===== src/rtl/wdog_pkg.sv =====
package wdog_pkg;
  // Strobes from control to datapath
  typedef struct packed {
    logic clrCnt;
    logic tickEn;
  } wdog_stb_t;

  localparam logic [7:0] OPT_RESET = 8'h07;
endpackage


===== src/rtl/wdog_dp.sv =====
module wdog_dp
  import wdog_pkg::*;
#(
  parameter int PRE_BITS = 8,
  parameter int SEL_W    = 3
) (
  input  logic       clk,
  input  logic       rstPorN,
  input  wdog_stb_t  stb,
  input  logic       optWe,
  input  logic [7:0] optWdata,
  output logic [7:0] optRdata,
  output logic       tmo
);
  localparam int MAX_SHIFT = PRE_BITS + (1 << SEL_W) - 1;
  localparam int CNT_W     = MAX_SHIFT;

  logic [7:0]       optReg;
  logic [CNT_W-1:0] cnt;
  logic [CNT_W:0]   limitW;
  logic [SEL_W-1:0] sel;

  assign sel      = optReg[SEL_W-1:0];
  assign optRdata = optReg;

  always_ff @(posedge clk or negedge rstPorN) begin
    if (!rstPorN)   optReg <= OPT_RESET;
    else if (optWe) optReg <= optWdata;
  end

  // terminal count = 2^(PRE_BITS+sel) - 1
  always_comb begin
    limitW = ({{CNT_W{1'b0}}, 1'b1} << (PRE_BITS + int'(sel))) - 1'b1;
  end

  assign tmo = stb.tickEn && ({1'b0, cnt} >= limitW);

  always_ff @(posedge clk or negedge rstPorN) begin
    if (!rstPorN)                cnt <= '0;
    else if (stb.clrCnt || tmo)  cnt <= '0;
    else if (stb.tickEn)         cnt <= cnt + 1'b1;
  end

  // a clear leaves the count at zero
  p_clr_zero_r2: assert property (@(posedge clk) disable iff (!rstPorN)
    $past(stb.clrCnt) |-> cnt == '0);

  // an accepted tick without clear or time-out advances by one
  p_step_one_r2: assert property (@(posedge clk) disable iff (!rstPorN)
    $past(stb.tickEn && !stb.clrCnt && !tmo) |-> cnt == $past(cnt) + 1'b1);

  // without a tick the count holds
  p_hold_r11: assert property (@(posedge clk) disable iff (!rstPorN)
    $past(!stb.tickEn && !stb.clrCnt) |-> $stable(cnt));
endmodule


===== src/rtl/wdog_ctrl.sv =====
module wdog_ctrl
  import wdog_pkg::*;
(
  input  logic      clk,
  input  logic      rstPorN,
  input  logic      srcSel,
  input  logic      subTick,
  input  logic      instrTick,
  input  logic      wdtDisable,
  input  logic      dblClrMode,
  input  logic      clrCmd,
  input  logic      clr1,
  input  logic      clr2,
  input  logic      haltReq,
  input  logic      wakeReq,
  input  logic      extRstReq,
  input  logic      tmo,
  output wdog_stb_t stb,
  output logic      chipRst,
  output logic      warmRst,
  output logic      flagTo,
  output logic      flagPd,
  output logic      halted
);
  logic seen1, seen2;
  logic evtTmo, evtHalt, clearOk, clrDo;

  always_comb begin
    stb.tickEn = !wdtDisable && (srcSel ? (instrTick && !halted) : subTick);
    evtTmo     = tmo && !extRstReq;
    evtHalt    = haltReq && !halted && !extRstReq && !tmo;
    if (dblClrMode) clearOk = (clr1 || seen1) && (clr2 || seen2);
    else            clearOk = clrCmd;
    clrDo      = !wdtDisable && !extRstReq && !tmo && !evtHalt && clearOk;
    stb.clrCnt = extRstReq || evtHalt || clrDo;
  end

  // record of paired clear commands
  always_ff @(posedge clk or negedge rstPorN) begin
    if (!rstPorN) begin
      seen1 <= 1'b0;
      seen2 <= 1'b0;
    end else if (extRstReq || tmo || evtHalt || clrDo || !dblClrMode || wdtDisable) begin
      seen1 <= 1'b0;
      seen2 <= 1'b0;
    end else begin
      seen1 <= seen1 || clr1;
      seen2 <= seen2 || clr2;
    end
  end

  always_ff @(posedge clk or negedge rstPorN) begin
    if (!rstPorN) begin
      chipRst <= 1'b0;
      warmRst <= 1'b0;
    end else begin
      chipRst <= evtTmo && !halted;
      warmRst <= evtTmo && halted;
    end
  end

  always_ff @(posedge clk or negedge rstPorN) begin
    if (!rstPorN)       halted <= 1'b0;
    else if (extRstReq) halted <= 1'b0;
    else if (evtTmo)    halted <= 1'b0;
    else if (evtHalt)   halted <= 1'b1;
    else if (wakeReq)   halted <= 1'b0;
  end

  always_ff @(posedge clk or negedge rstPorN) begin
    if (!rstPorN) begin
      flagTo <= 1'b0;
      flagPd <= 1'b0;
    end else if (evtTmo) begin
      flagTo <= 1'b1;
    end else if (evtHalt) begin
      flagTo <= 1'b0;
      flagPd <= 1'b1;
    end else if (clrDo) begin
      flagTo <= 1'b0;
    end
  end

  p_one_rst_r4: assert property (@(posedge clk) disable iff (!rstPorN)
    !(chipRst && warmRst));

  p_halt_flags_r5: assert property (@(posedge clk) disable iff (!rstPorN)
    $past(haltReq && !halted && !extRstReq && !tmo) |-> halted && flagPd && !flagTo);

  p_warm_flags_r6: assert property (@(posedge clk) disable iff (!rstPorN)
    warmRst |-> flagTo && flagPd && !halted);

  p_ext_keep_r7: assert property (@(posedge clk) disable iff (!rstPorN)
    $past(extRstReq) |-> !halted && $stable(flagTo) && $stable(flagPd));

  p_dis_quiet_r11: assert property (@(posedge clk) disable iff (!rstPorN)
    $past(wdtDisable) |-> !chipRst && !warmRst);
endmodule


===== src/rtl/wdog_cause.sv =====
module wdog_cause
  import wdog_pkg::*;
#(
  parameter int PRE_BITS = 8,
  parameter int SEL_W    = 3
) (
  input  logic       clk,
  input  logic       rstPorN,
  input  logic       srcSel,
  input  logic       subTick,
  input  logic       instrTick,
  input  logic       wdtDisable,
  input  logic       dblClrMode,
  input  logic       clrCmd,
  input  logic       clr1,
  input  logic       clr2,
  input  logic       haltReq,
  input  logic       wakeReq,
  input  logic       extRstReq,
  input  logic       optWe,
  input  logic [7:0] optWdata,
  output logic [7:0] optRdata,
  output logic       chipRst,
  output logic       warmRst,
  output logic       flagTo,
  output logic       flagPd,
  output logic       halted
);
  wdog_stb_t stb;
  logic      tmo;

  wdog_ctrl u_ctrl (
    .clk(clk), .rstPorN(rstPorN), .srcSel(srcSel), .subTick(subTick),
    .instrTick(instrTick), .wdtDisable(wdtDisable), .dblClrMode(dblClrMode),
    .clrCmd(clrCmd), .clr1(clr1), .clr2(clr2), .haltReq(haltReq),
    .wakeReq(wakeReq), .extRstReq(extRstReq), .tmo(tmo), .stb(stb),
    .chipRst(chipRst), .warmRst(warmRst), .flagTo(flagTo), .flagPd(flagPd),
    .halted(halted)
  );

  wdog_dp #(.PRE_BITS(PRE_BITS), .SEL_W(SEL_W)) u_dp (
    .clk(clk), .rstPorN(rstPorN), .stb(stb), .optWe(optWe),
    .optWdata(optWdata), .optRdata(optRdata), .tmo(tmo)
  );
endmodule


===== config.mk =====
export PLATFORM = sky130hd
export DESIGN_NAME = wdog_cause
export DESIGN_NICKNAME = d
export VERILOG_FILES = /design/src/rtl/wdog_pkg.sv /design/src/rtl/wdog_dp.sv /design/src/rtl/wdog_ctrl.sv /design/src/rtl/wdog_cause.sv
export SDC_FILE = /design/constraint.sdc
export NUM_CORES = 1
export LEC_CHECK = 0
export ABC_AREA = 1
export CAP_MARGIN = 20
export CELL_PAD_IN_SITES_DETAIL_PLACEMENT = 0
export CELL_PAD_IN_SITES_GLOBAL_PLACEMENT = 2
export CORE_ASPECT_RATIO = 0.75
export CORE_UTILIZATION = 31
export CTS_CLUSTER_SIZE = 16
export DETAILED_ROUTE_END_ITERATION = 12
export PLACE_DENSITY = 0.75
export SYNTH_ARGS = -nofsm -noshare
export SYNTH_HDL_FRONTEND = slang
export SYNTH_SLANG_ARGS = --single-unit

===== constraint.sdc =====
create_clock -name clk -period 2.77 [get_ports clk]
set_input_delay 0.4155 -clock clk [delete_from_list [all_inputs] [get_ports clk]]
set_output_delay 0.4155 -clock clk [all_outputs]
set_load 0.05 [all_outputs]

==> run_results.csv, run 1 <==
group,metric,value,unit
cells_and_area,syn_to_final_growth,29.46,%
clock_network,cts_buffer_depth,2,
pwr,p_leak,0.0009993,uW
clock_network,root_buffer,"clkbuf_8",
clock_network,cts-htree-levels,2,
global_routing,grt_usage,0.1283,
drt,first_pass_iters,4,
logic_synthesis,dominantRegCellSynth,"dfrtp_1",
cells_and_area,stdcell_area,2315,um^2
drt,wl_per_cell,11.12,um
floorplanning,rows,23,
worst_setup_path,start_kind,"flip-flop",
timing,tightest_slew,0.5175,ns
clock_network,ctsResizeCount,0,
min_path,worstHoldStart,"u_ctrl.flagPd",
clock_network,cts_made_buffers,5,
logic_synthesis,synth.largest_area_cell,"dfrtp_1",
worst_setup_path,cp_num_buf_inv,1,
drt,routed_wl,3391,um
worst_setup_path,worstPathArrival,1.71,ns
worst_setup_path,critPathKind,"reg2out",
worst_setup_path,slowest_delay,0.83,ns
clock_network,clk_pin_slew,0.07,ns
clock_network,cts_tree,"built",
pwr,worst_ir_drop_vdd,0.1879,mV
global_routing,grt_start_max_net_pins,31,
floorplanning,core,5439,um^2
global_routing,grt_pass1_vias,1200,
floorplanning,dieHeight,67.77,um
logic_synthesis,ys_seq_elements,30,
placed_design,gp_congestion,0.7589,
drt,via_per_inst,4.207,
logic_synthesis,synth_area_per_cell,9.460,um^2
logic_synthesis,synth_top_area_share,0.3779,
min_path,holdPathStages,2,
cells_and_area,nNetsFinal,259,
timing,slew-limit-headroom,0.6539,
worst_setup_path,cp.required,2.35,ns
floorplanning,die_x,89.70,um
global_routing,grt_pass1_wl,5616,um
logic_synthesis,ys_seq_area_frac,0.4220,
worst_setup_path,r2r_start,"u_dp.optRdata[2]",
clock_network,insertion_delay,0.28,ns
worst_setup_path,slowest_stage,"clkdlybuf4s50_1",
drt,antenna_left,0,
placed_design,post_dp_cell_area,2206,um^2
timing,finalSetupTns,0,ns
logic_synthesis,synthArstFlopShare,1.000,
logic_synthesis,synth-edff-count,0,
min_path,holdPathEnd,"u_ctrl.flagPd",
timing,whs,0.4666,ns
drt,drtIter0Drc,39,
floorplanning,dieArea,6079,um^2
logic_synthesis,yosysUniqueCellTypes,32,
logic_synthesis,syn_nets,219,
timing,clock_skew,0.004711,ns
timing,final-setup-viol-count,0,
worst_setup_path,crit_family,"buffers and inverters",
floorplanning,pin_count,35,
timing,clock.fmax,0.4697,GHz
logic_synthesis,yosysWarnings,0,
drt,num_vias,1283,
cells_and_area,drive_above_1_share,0.2478,
min_path,hold_class,"reg2reg",
logic_synthesis,syn-instance-count,189,
pwr,power_density,476.1,nW/um^2
clock_network,cts-hold-fix-buffers,0,
global_routing,grt_overflow,0,
logic_synthesis,synth.area.top_cells,"dfrtp_1, nor2_4, nand2_1",
status,status,"finished, final reports clean",
placed_design,dp_hpwl,2625,um
timing,finalCriticalPeriod,2.129,ns
timing,rsz0062_at_grt,"no",
cells_and_area,antenna_cells,0,
timing,hold_viol_final,0,
placed_design,port_buffers,34,
floorplanning,start_util,0.3287,
timing,slew_violations,0,
cells_and_area,fin_util,0.4256,
clock_network,cts.sinks,30,
worst_setup_path,path_cells,"clkdlybuf4s50_1",
timing,period_share,0.7685,
worst_setup_path,reg2reg_slack,0.67,ns
global_routing,antenna_found_initial,0,
worst_setup_path,end_kind,"output pin",
logic_synthesis,netlist_area,1788,um^2
job,max-cap-violations,0,
worst_setup_path,r2r_end,"u_dp.cnt[7]",
clock_network,post-cts-setup-buffers,0,
worst_setup_path,rr_worst_depth,10,
drt,drcViolationCount,0,
worst_setup_path,crit_fanout,8,
==> how the worst max path moves through the flow <==
stage / startpoint / end / slack (ns) / depth (start not counted)
after floorplan: u_dp.optRdata[2] / u_dp.cnt[6] / 0.63 / 11
after global placement: u_dp.optRdata[1] / u_dp.cnt[8] / 0.69 / 10
after detailed placement: u_dp.optRdata[2] / u_dp.cnt[7] / 0.65 / 10
after CTS: u_dp.optRdata[2] / u_dp.cnt[7] / 0.63 / 10
after global routing: u_dp.optRdata[2] / u_dp.cnt[8] / 0.51 / 13
final: u_dp.optRdata[2] / optRdata[2] / 0.64 / 1
==> power by group <==
| group | total, uW | internal (uW) | switching, uW | leakage [uW] |
|---|---|---|---|---|
| clock | 436 | 264 | 171 | 0.0000579 |
| sequential | 470 | 456 | 13.6 | 0.000390 |
| combinational | 196 | 78.0 | 118 | 0.000551 |
==> final cells by class <==
cell class / instances / area [um^2]
Clock buffer: 5 / 68.82
Inverter: 24 / 95.09
Clock inverter: 3 / 40.04
Sequential cell: 30 / 754.5
Multi-Input combinational cell: 133 / 914.6
Timing Repair Buffer: 35 / 347.8
Fill cell: 534 / 3124
Tap cell: 75 / 93.84
==> logic make-up (layout without fill, tap and decap cells) <==
group           after synthesis  in the layout  share of synthesized area
simple gates                 97             97                     0.3212
flops                        30             30                     0.4220
buf+inv                      26             67                    0.06648
compound gates               12             12                    0.04619
xor+xnor                      9              9                    0.04409
fa+ha+maj                     8              8                    0.05599
mux                           7              7                    0.04409
==> registers in the layout (all words and copies together) (netlist names) <==
signal,count
u_dp.cnt,15
u_dp.optRdata,8
u_ctrl.chipRst,1
u_ctrl.flagPd,1
u_ctrl.flagTo,1
u_ctrl.halted,1
u_ctrl.seen1,1
u_ctrl.seen2,1
u_ctrl.warmRst,1
==> metal layers <==
metal	track usage	wire length [um]	vias to the layer above
li1	-	-	677
met4	0.05357	51	0
met5	0	0	-
met3	0.04034	218	8
met2	0.1752	1314	32
met1	0.1836	1806	566
==> synth_stat cells (2+ instances only) <==
library cell,number
nand2_1,30
dfrtp_1,27
nor2_1,22
inv_1,19
nor2_4,13
nand3_1,11
ha_1,8
mux2_2,7
xor2_1,6
nand2_2,5
nor2_2,4
o21ai_0,4
a21oi_1,3
dfstp_2,3
inv_2,3
xnor2_1,3
inv_4,2
nand2_4,2
nand3_2,2
o21bai_1,2
or2_2,2
==> per-stage QoR <==
| stage | power (uW) | cells | setup WS (ns) |
|---|---|---|---|
| 3_5_place_dp | 677.9 | 297 | 0.6499 |
| 2_1_floorplan | 600.7 | 189 | 0.6340 |
| 5_1_grt | 1160 | 305 | 0.5087 |
| 4_1_cts | 1126 | 305 | 0.6276 |
| 3_3_place_gp | 676.6 | 297 | 0.6889 |
| 6_report | 1102 | 305 | 0.6411 |
==> cell usage in the layout, fill, tap and decap left out, types with 4 or more instances in the layout <==
master	synthesis	routed
nand3_1	11	11
mux2_2	7	7
nor2_4	13	13
inv_1	19	19
nor2_2	4	4
clkdlybuf4s50_1	0	34
nand2_1	30	30
nor2_1	22	22
xor2_1	6	6
o21ai_0	4	4
clkbuf_8	0	5
ha_1	8	8
dfrtp_1	27	27
nand2_2	5	5
(Power assumes the default switching activity.)
==> inputs of run 2 (changes only) <==
--- a/config.mk
+++ b/config.mk
@@ -10,10 +10,10 @@
 export CELL_PAD_IN_SITES_DETAIL_PLACEMENT = 0
 export CELL_PAD_IN_SITES_GLOBAL_PLACEMENT = 2
 export CORE_ASPECT_RATIO = 0.75
-export CORE_UTILIZATION = 31
+export CORE_UTILIZATION = 28
 export CTS_CLUSTER_SIZE = 16
 export DETAILED_ROUTE_END_ITERATION = 12
-export PLACE_DENSITY = 0.75
+export PLACE_DENSITY = 0.71
 export SYNTH_ARGS = -nofsm -noshare
 export SYNTH_HDL_FRONTEND = slang
 export SYNTH_SLANG_ARGS = --single-unit
==> constraint.sdc (replaced) <==
create_clock -name clk -period 1.9 [get_ports clk]
set_input_delay 0.285 -clock clk [delete_from_list [all_inputs] [get_ports clk]]
set_output_delay 0.285 -clock clk [all_outputs]
set_load 0.05 [all_outputs]
==> run 2 against run 1 <==
Effect of this change: the flow now finishes with violations (setup timing); wire length up 10%; core utilization up 0.20 points; combinational power up 73%; worst setup slack worse by 0.81 ns; count of clock-buffer cells in the layout up 2; critical endpoint is now u_dp.cnt[7]; non-clock buffer count up 11; cell area up 10%; global-route usage about the same; hold slack worse by 0.078 ns; flip-flop and latch count unchanged; clock skew up 0.0018 ns.
==> run_results.csv, run 2 (synthesis gave the netlist of run 1 again) <==
group,metric,value,unit
status,status,"finished with violations",
status,failed_checks,"setup timing",
timing,hold_viol_final,0,
worst_setup_path,end_kind,"flip-flop",
placed_design,port_buffers,34,
timing,rsz0062_at_grt,"yes",
clock_network,cts-hold-fix-buffers,0,
cells_and_area,regMostFlops,"u_dp.cnt",
worst_setup_path,critPathKind,"reg2reg",
timing,whs,0.3891,ns
drt,via_per_inst,4.260,
worst_setup_path,crit_fanout,8,
global_routing,grt_pass1_wl,6451,um
timing,clock.fmax,0.4835,GHz
clock_network,cts_made_buffers,5,
cells_and_area,syn_to_final_growth,42.90,%
worst_setup_path,slowest_stage,"dfstp_4",
global_routing,grt_start_max_net_pins,31,
cells_and_area,final_common_cell,"clkdlybuf4s50_1",
placed_design,dpl.cell_count,307,
drt,num_vias,1359,
worst_setup_path,rr_worst_depth,11,
clock_network,clk_pin_slew,0.07,ns
cells_and_area,fin_util,0.4276,
cells_and_area,antenna_cells,0,
worst_setup_path,slowest_delay,0.70,ns
drt,first_pass_iters,4,
global_routing,grt_usage,0.1283,
floorplanning,rows,24,
floorplanning,start_util,0.2992,
worst_setup_path,cpMostUsedCell,"nand2_4",
pwr,p_leak,0.001066,uW
floorplanning,pin_count,35,
global_routing,antenna_found_initial,0,
placed_design,pre_cts_slack,-0.1819,ns
timing,clock_skew,0.006528,ns
drt,antenna_left,0,
placed_design,gp_congestion,0.7051,
timing,finalCriticalPeriod,2.068,ns
worst_setup_path,cp.required,2.11,ns
drt,drtIter0Drc,31,
cells_and_area,fin_cells,319,
clock_network,insertion_delay,0.28,ns
timing,slew-limit-headroom,0.6604,
cells_and_area,layout_common_cells,"clkdlybuf4s50_1, nand2_1, dfrtp_1",
global_routing,grt_overflow,0,
timing,tightest_slew,0.5078,ns
job,max-cap-violations,0,
global_routing,grt_pass1_vias,1364,
cells_and_area,largest_register_ffs,15,
timing,finalWorstSetupSlack,-0.1685,ns
cells_and_area,nNetsFinal,270,
clock_network,root_buffer,"clkbuf_8",
min_path,hold_class,"in2async",
placed_design,dp_hpwl,2859,um
timing,slew_violations,0,
pwr,power_density,614.7,nW/um^2
drt,wl_per_cell,11.72,um
floorplanning,dieArea,6713,um^2
worst_setup_path,start_kind,"flip-flop",
clock_network,cts_buffer_depth,2,
clock_network,cts-htree-levels,2,
pwr,worst_ir_drop_vdd,0.2654,mV
drt,drcViolationCount,0,
worst_setup_path,path_cells,"nand3_4 -> ha_4 -> a21oi_2 -> and2_4 -> nand3_2 -> nand2_4 -> nand2_4 -> a21oi_4 -> inv_4 -> buf_12 -> nor2_4",
pwr,total_power,1570,uW
floorplanning,dieHeight,71.21,um
floorplanning,core,5976,um^2
timing,final-setup-viol-count,19,
cells_and_area,fill_cells,604,
worst_setup_path,worstPathArrival,2.28,ns
timing,period_share,1.089,
clock_network,cts.sinks,30,
floorplanning,die_x,94.27,um
drt,routed_wl,3739,um
clock_network,cts_tree,"built",
cells_and_area,drive_above_1_share,0.3693,
[run 2: cell types whose count changed in the layout (fill, tap and decap cells not counted), moves of 3 or more]
cell,before,now
nand3_1,11,7
dfstp_2,3,0
clkdlybuf4s50_1,34,31
nor2_4,13,16
ha_1,8,3
nor2_1,22,17
nand3_2,2,5
buf_4,1,12
ha_4,0,5
dfstp_4,0,3
[run 2: stage by stage]
step | area [um^2] | setup TNS [ns]
final | 2555 | -2.596
after global routing | 2555 | -4.791
after CTS | 2481 | -2.265
after detailed placement | 2325 | -2.372
after global placement | 2325 | -2.410
after floorplan | 1833 | -1.441
[run 2: power by group]
part / internal (uW) / switching, uW / leakage (uW)
registers: 670 / 28.3 / 0.000392
clock network: 292 / 240 / 0.0000482
logic: 150 / 190 / 0.000626
[run 2: worst paths after layout]
| kind | start | to | slack [ns] |
|---|---|---|---|
| min reg2reg | u_ctrl.halted | u_ctrl.chipRst | 0.46 |
| max | u_dp.optRdata[2] | u_dp.cnt[7] | -0.17 |
| min in group clk | u_ctrl.halted | u_ctrl.chipRst | 0.46 |
| max reg2reg | u_dp.optRdata[2] | u_dp.cnt[7] | -0.17 |
| min | rstPorN | u_dp.cnt[5] | 0.39 |
| max in group asynchronous | rstPorN | u_dp.optRdata[1] | 1.18 |
[run 2: repair_timing]
action | 4_1_cts | 5_1_grt
pin swaps | 3 | 8
setup endpoints to repair | 18 | 22
buffers inserted | 3 | 1
gates resized for setup | 10 | 14
[run 2: critical path, delay by kind of cell, from the launching register on]
kind            cells  cell delay, ns
compound gates      2            0.28
fa+ha+maj           1            0.24
buf+inv             2            0.21
flops               1            0.70
simple gates        6            0.58
[run 2: final cells by class]
class / instances / area, um^2 / area share
timing repair buffer: 46 / 451.7 / 0.1768
clock buffer: 7 / 86.33 / 0.03379
clock inverter: 1 / 5.005 / 0.001959
sequential: 30 / 765.7 / 0.2997
tap: 78 / 97.59 / 0.03820
multi-input combinational: 133 / 1054 / 0.4123
inverter: 24 / 95.09 / 0.03722
[run 2: routing by layer]
layer / track usage / vias to the layer above / share of wire
met2: 0.1779 / 21 / 0.41
met4: 0.04103 / 0 / 0.0094
li1: - / 700 / -
met5: 0 / - / 0
met3: 0.03548 / 5 / 0.036
met1: 0.1903 / 633 / 0.54
